**src/rtl/burst_beat_pkg.sv**
```systemverilog
package burst_beat_pkg;
   typedef enum logic [1:0] {
      PH_IDLE  = 2'd0,
      PH_LEAD  = 2'd1,
      PH_BEATS = 2'd2,
      PH_TAIL  = 2'd3
   } phase_e;

   localparam int RD_LEAD_BASE = 5;
   localparam int WR_LEAD_BASE = 4;
   localparam int RD_TAIL_LEN  = 1;
   localparam int WR_TAIL_LEN  = 3;
endpackage

```
**src/rtl/burst_lat_calc.sv**
```systemverilog
module burst_lat_calc
   import burst_beat_pkg::*;
#(
   parameter int EXTRA_W = 4,
   parameter bit EXTRA_EN = 1'b1,
   localparam int CNT_W = EXTRA_W + 2
) (
   input  logic               cmd_write,
   input  logic [EXTRA_W-1:0] x_rd_req,
   input  logic [EXTRA_W-1:0] x_wr_req,
   input  logic [EXTRA_W-1:0] x_rd_data,
   input  logic [EXTRA_W-1:0] x_wr_data,
   output logic [CNT_W-1:0]   lead_len,
   output logic [CNT_W-1:0]   tail_len
);
   logic [CNT_W-1:0] add_rd;
   logic [CNT_W-1:0] add_wr;

   generate
      if (EXTRA_EN) begin : g_extra
         always_comb begin
            add_rd = CNT_W'(x_rd_req) + CNT_W'(x_rd_data);
            add_wr = CNT_W'(x_wr_req) + CNT_W'(x_wr_data);
         end
      end else begin : g_fixed
         logic unused_x;
         always_comb begin
            add_rd   = '0;
            add_wr   = '0;
            unused_x = ^{x_rd_req, x_wr_req, x_rd_data, x_wr_data};
         end
      end
   endgenerate

   always_comb begin
      if (cmd_write) begin
         lead_len = CNT_W'(WR_LEAD_BASE) + add_wr;
         tail_len = CNT_W'(WR_TAIL_LEN);
      end else begin
         lead_len = CNT_W'(RD_LEAD_BASE) + add_rd;
         tail_len = CNT_W'(RD_TAIL_LEN);
      end
   end
endmodule

```
**src/rtl/burst_phase_ctrl.sv**
```systemverilog
module burst_phase_ctrl
   import burst_beat_pkg::*;
#(
   parameter int CNT_W = 6
) (
   input  logic             clk,
   input  logic             rst_n,
   input  logic             launch,
   input  logic [CNT_W-1:0] lead_len,
   input  logic [CNT_W-1:0] tail_len,
   input  logic             final_beat,
   output phase_e           phase,
   output logic             tail_done
);
   logic [CNT_W-1:0] cnt_q;
   logic [CNT_W-1:0] tail_q;

   assign tail_done = (phase == PH_TAIL) && (cnt_q == '0);

   always_ff @(posedge clk or negedge rst_n) begin
      if (!rst_n) begin
         phase  <= PH_IDLE;
         cnt_q  <= '0;
         tail_q <= '0;
      end else begin
         unique case (phase)
            PH_IDLE: begin
               if (launch) begin
                  phase  <= PH_LEAD;
                  cnt_q  <= lead_len - 1'b1;
                  tail_q <= tail_len;
               end
            end
            PH_LEAD: begin
               if (cnt_q == '0) phase <= PH_BEATS;
               else             cnt_q <= cnt_q - 1'b1;
            end
            PH_BEATS: begin
               if (final_beat) begin
                  phase <= PH_TAIL;
                  cnt_q <= tail_q - 1'b1;
               end
            end
            PH_TAIL: begin
               if (cnt_q == '0) phase <= PH_IDLE;
               else             cnt_q <= cnt_q - 1'b1;
            end
            default: phase <= PH_IDLE;
         endcase
      end
   end
endmodule

```
**src/rtl/burst_byte_ledger.sv**
```systemverilog
module burst_byte_ledger #(
   parameter int BYTES_W = 16,
   parameter int BW_W = 8
) (
   input  logic               clk,
   input  logic               rst_n,
   input  logic               launch,
   input  logic [BYTES_W-1:0] total_bytes,
   input  logic [BW_W-1:0]    bus_bytes,
   input  logic               beat_en,
   output logic [BYTES_W-1:0] sent_now,
   output logic [BYTES_W-1:0] rem_now,
   output logic               is_first,
   output logic               is_final
);
   logic [BYTES_W-1:0] rem_q;
   logic [BYTES_W-1:0] sent_q;
   logic [BYTES_W-1:0] width_q;
   logic [BYTES_W-1:0] chunk;

   always_comb begin
      chunk    = (rem_q > width_q) ? width_q : rem_q;
      sent_now = sent_q + chunk;
      rem_now  = rem_q - chunk;
      is_first = (sent_q == '0);
      is_final = (rem_q <= width_q);
   end

   always_ff @(posedge clk or negedge rst_n) begin
      if (!rst_n) begin
         rem_q   <= '0;
         sent_q  <= '0;
         width_q <= '0;
      end else if (launch) begin
         rem_q   <= total_bytes;
         sent_q  <= '0;
         width_q <= BYTES_W'(bus_bytes);
      end else if (beat_en) begin
         rem_q  <= rem_now;
         sent_q <= sent_now;
      end
   end
endmodule

```
**src/rtl/burst_beat_seq.sv**
```systemverilog
module burst_beat_seq
   import burst_beat_pkg::*;
#(
   parameter int BYTES_W = 16,
   parameter int BW_W = 8,
   parameter int EXTRA_W = 4,
   parameter bit EXTRA_EN = 1'b1
) (
   input  logic               clk,
   input  logic               rst_n,
   input  logic               start,
   input  logic               cmd_write,
   input  logic [BYTES_W-1:0] total_bytes,
   input  logic [BW_W-1:0]    bus_bytes,
   input  logic [EXTRA_W-1:0] xtra_rd_req,
   input  logic [EXTRA_W-1:0] xtra_wr_req,
   input  logic [EXTRA_W-1:0] xtra_rd_data,
   input  logic [EXTRA_W-1:0] xtra_wr_data,
   output logic               busy,
   output logic               beat_valid,
   output logic [BYTES_W-1:0] beat_sent,
   output logic [BYTES_W-1:0] beat_remaining,
   output logic               first_word,
   output logic               last_word,
   output logic               resp_valid
);
   localparam int CNT_W = EXTRA_W + 2;

   generate
      if (BW_W > BYTES_W) begin : g_bad_bw
         $error("BW_W must not exceed BYTES_W");
      end
      if (EXTRA_W < 1 || EXTRA_W > 8) begin : g_bad_extra
         $error("EXTRA_W must be between 1 and 8");
      end
      if (BYTES_W < 2) begin : g_bad_bytes
         $error("BYTES_W must be at least 2");
      end
   endgenerate

   phase_e             phase;
   logic               launch;
   logic               tail_done;
   logic               is_first;
   logic               is_final;
   logic [CNT_W-1:0]   lead_len;
   logic [CNT_W-1:0]   tail_len;

   assign busy       = (phase != PH_IDLE);
   assign launch     = start && !busy && (total_bytes != '0) && (bus_bytes != '0);
   assign beat_valid = (phase == PH_BEATS);
   assign first_word = beat_valid && is_first;
   assign last_word  = beat_valid && is_final;
   assign resp_valid = tail_done;

   burst_lat_calc #(
      .EXTRA_W  (EXTRA_W),
      .EXTRA_EN (EXTRA_EN)
   ) u_lat (
      .cmd_write (cmd_write),
      .x_rd_req  (xtra_rd_req),
      .x_wr_req  (xtra_wr_req),
      .x_rd_data (xtra_rd_data),
      .x_wr_data (xtra_wr_data),
      .lead_len  (lead_len),
      .tail_len  (tail_len)
   );

   burst_phase_ctrl #(
      .CNT_W (CNT_W)
   ) u_phase (
      .clk        (clk),
      .rst_n      (rst_n),
      .launch     (launch),
      .lead_len   (lead_len),
      .tail_len   (tail_len),
      .final_beat (last_word),
      .phase      (phase),
      .tail_done  (tail_done)
   );

   burst_byte_ledger #(
      .BYTES_W (BYTES_W),
      .BW_W    (BW_W)
   ) u_ledger (
      .clk         (clk),
      .rst_n       (rst_n),
      .launch      (launch),
      .total_bytes (total_bytes),
      .bus_bytes   (bus_bytes),
      .beat_en     (beat_valid),
      .sent_now    (beat_sent),
      .rem_now     (beat_remaining),
      .is_first    (is_first),
      .is_final    (is_final)
   );
endmodule

```
**config.mk**
```make
export PLATFORM = sky130hd
export DESIGN_NAME = burst_beat_seq
export DESIGN_NICKNAME = d
export VERILOG_FILES = /design/src/rtl/burst_beat_pkg.sv /design/src/rtl/burst_lat_calc.sv /design/src/rtl/burst_phase_ctrl.sv /design/src/rtl/burst_byte_ledger.sv /design/src/rtl/burst_beat_seq.sv
export SDC_FILE = /design/constraint.sdc
export NUM_CORES = 1
export LEC_CHECK = 0
export BUFFER_PORTS_ARGS = -buffer_cell sky130_fd_sc_hd__buf_4
export CORE_ASPECT_RATIO = 0.7
export CORE_MARGIN = 4
export CORE_UTILIZATION = 40
export DETAILED_ROUTE_END_ITERATION = 10
export SLEW_MARGIN = 20
export SYNTH_ARGS = -nofsm -noshare
export SYNTH_HDL_FRONTEND = slang
export SYNTH_SLANG_ARGS = --single-unit
```
**constraint.sdc**
```tcl
create_clock -name clk -period 5.2 [get_ports clk]
set_clock_uncertainty 0.2 [all_clocks]
set_input_delay 1.04 -clock clk [delete_from_list [all_inputs] [get_ports clk]]
set_output_delay 1.04 -clock clk [all_outputs]
set_load 0.01 [all_outputs]
```
==> results.md <==
* Most common flop cell mapped by yosys: dfrtp_1
* Drt pass-1 iters at 5
* Core area at roughly 10000 um^2
* Final slew viol count at 0
* Area Growth Syn to Fin at 34.83%
* Placer Congestion at 0.8961
* Total CTS buffers at 5
* EDFF count, synth at 0
* Slew headroom at between 40% and 50%
* Status: complete, but fails checks
* Synth Warn # at 0
* Failing checks: setup timing
* IO Count at 81
* FF+latch count, synth at 50
* Period minus WS final at about 5200 ps
* Chip width at around 130 um
* Setup crit start kind: flip-flop
* Fmax at around 190 MHz
* Share of cells above drive strength 1 at between 20 and 30%
* Htree depth at 2
* Syn Area/Cell at roughly 8.5 um^2
* Most common cell in the netlist: nand2_1
* Post-synth top cells: 66 x nand2_1, 50 x dfrtp_1, 48 x o21ai_0
* Post-synthesis sequential area ratio at between 20% and 30%
* Yosys top cell by area: dfrtp_1
* VDD IR max at 302.6 uV
* Worst-Margin Slew at 777.6 ps
* Clock Pin Slew Worst Setup and Hold Paths at 60 ps
* Initial Utilization at roughly two fifths
* Iteration-0 DRC Markers at 222
* Syn Std Cell Area at between 4000 and 5000 um^2
* Unique masters post-synth at a little over 60
* Post-route clock period utilization at 100.3%
* Final setup margin at -13.26 ps
* Synth area leaders: dfrtp_1 29%, ha_1 14%, nand2_1 5.7%
* Post-synth top area share at 28.98%
* Worst-case clock buffer depth at 2
* Global-route wire length before repair at between 20000 and 25000 um
* Post-CTS Hold Buffers at 0
* Port Buffers at 80
* Design area at roughly 5800 um^2
* Class of the worst hold path: reg -> reg
* Detailed-route via count at approximately 4100
* Final core occ at between 50% and 60%
* Max_cap viols at 0
* Largest net degree at the start of global routing at between 50 and 60
* CTS tree: built
* Total Routing Usage GR at approximately a fifth
* Avg Vias per Cell at 5.394
* Clock Sinks at 50
* Clk_lat worst skew at 290 ps
* Xor/xnor share of the synthesized area at under 10%
* Final Hold Viols at 0
* Post-synthesis mux area share at 5.419%
* CP required at 3960 ps
* DP Area at about 5300 um^2
* Crit end category: output port
* Largest family of logic cells by synthesized area: simple AND/OR/NAND/NOR gates
* Height of the die at 94.93 um
* Vias in the first global route at ~4000
* # diodes at 0
* DIE AREA at around 13000 um^2
* Final setup viols at 1
* Tot Pwr at 1.513 mW
* Unrepaired setup endpoints after global routing: true
* Root Driver: clkbuf_16
* DP Wirelength at approximately 9300 um
* Leak Pwr at 2.885 nW
* Post-synthesis compound-gate area fraction at ~17%
* DRC violations left at 0
* Power Density at 260.0 nW/um^2
* Ys async rst share at between 90% and 100%
* Crit Path Category: reg -> out
* Final ANT Viol Nets at 0
* Num rows at 31
* Wirelength, routed at 12290 um
* Initial antenna violation count at 0
* Crit Path Max Fanout at 3
* Layout Nets at between 700 and 800
* Cell count after synthesis at 510
* Adder-Cell Fraction of Synth Area at 15.47%
* Overflow after GRT at 0
* CP Data Arrival Time at between 3000 and 4000 ps
* Routed WL per cell at between 15 and 20 um
* Simple-Gate Fraction of Synth Area at around 21%
## worst max-delay path, cell delays in order, from the launching register on
cell      delay (ps)
dfrtp_1          390
inv_1            150
ha_4             230
and3_4           150
a21boi_1         120
o31a_1           290
nor2_4           140
mux2_4           330
ha_4             170
fa_2             340
a21oi_2          140
nor2b_2           60
o31ai_2          260
a311oi_2         170
a41oi_2          260
a211o_1          220
xnor2_2          130
buf_4            140
## area by class of cell
| class | instances | area, um^2 |
|---|---|---|
| Clock buffer | 5 | 125.1 |
| Clock inverter | 2 | 10.01 |
| Fill cell | 953 | 4612 |
| Inverter | 27 | 101.3 |
| Multi-Input combinational cell | 424 | 3212 |
| Sequential cell | 50 | 1251 |
| Tap cell | 132 | 165.2 |
| Timing Repair Buffer | 127 | 957.2 |
## cells in the final DEF (no fill, tap or decap), drive strengths merged, types with 12 or more instances in the layout
master,Yosys,final
inv,27,27
buf,3,127
dfrtp,50,50
nor4,12,12
a21oi,21,21
nor3,12,12
xor2,16,16
nor2,46,46
nand2,66,66
ha,47,47
xnor2,26,26
o21ai,49,49
mux2i,20,20
## sequential cells by signal (all words and copies together), names as in the netlist
signal and cells:
u_ledger.width_q 8, u_phase.cnt_q 6, u_ledger.sent_q 16, u_phase.tail_q 2
u_phase.phase 2, u_ledger.rem_q 16
## timing repair
item | in CTS | in global routing
gates resized for setup | 35 | 27
pin swaps | 19 | 23
setup buffers | 8 | 7
setup endpoints to repair | 17 | 19
## kinds of logic (layout without fill, tap and decap cells)
logic type,Yosys count,in the layout
flip-flops,50,50
AND/OR/NAND/NOR,184,184
multiplexers,23,23
buffers and inverters,42,161
AO/OA/AOI/OAI,117,117
adder cells (fa/ha/maj),51,51
other,1,7
XOR/XNOR,42,42
## where the power goes
group          switching [mW]  leakage (nW)  internal, mW
Combinational           0.349          2.25         0.386
Sequential             0.0342         0.566         0.425
Clock                   0.144        0.0694         0.174
Total                   0.527          2.88         0.986
## metrics by stage
step,cells,setup TNS [ps],worst slack [ps],hold WS [ps]
after global placement,745,0,35.80,263.4
after CTS,760,-61.88,-25.92,276.0
after floorplan,516,0,50.22,235.8
after detailed placement,745,-111.4,-89.70,259.6
after global routing,767,-1065,-212.9,306.9
final,767,-13.26,-13.26,272.6
## per-layer routing
metal / global-route usage (%) / vias to the layer above / share of wire, %
li1: - / 2049 / -
met1: 28.99 / 1979 / 50
met2: 29.95 / 102 / 44
met3: 4.792 / 7 / 6.2
met4: 2.682 / 0 / 0.55
met5: 0 / - / 0
## path summary, 6_finish.rpt
kind                                          start             endpoint  slack, ps  cells after the start
worst max-delay path            u_ledger.width_q[7]        beat_sent[14]        -10                     17
worst min-delay path              u_phase.tail_q[0]    u_phase.tail_q[0]        270                      1
min in group asynchronous                     rst_n  u_ledger.width_q[6]        580                      1
worst min register to register    u_phase.tail_q[0]    u_phase.tail_q[0]        270                      1
max in group asynchronous                     rst_n     u_phase.cnt_q[2]       3770                      1
worst max register to register  u_ledger.width_q[7]   u_ledger.rem_q[15]        950                     21
Power figures use the tool's default switching activity.
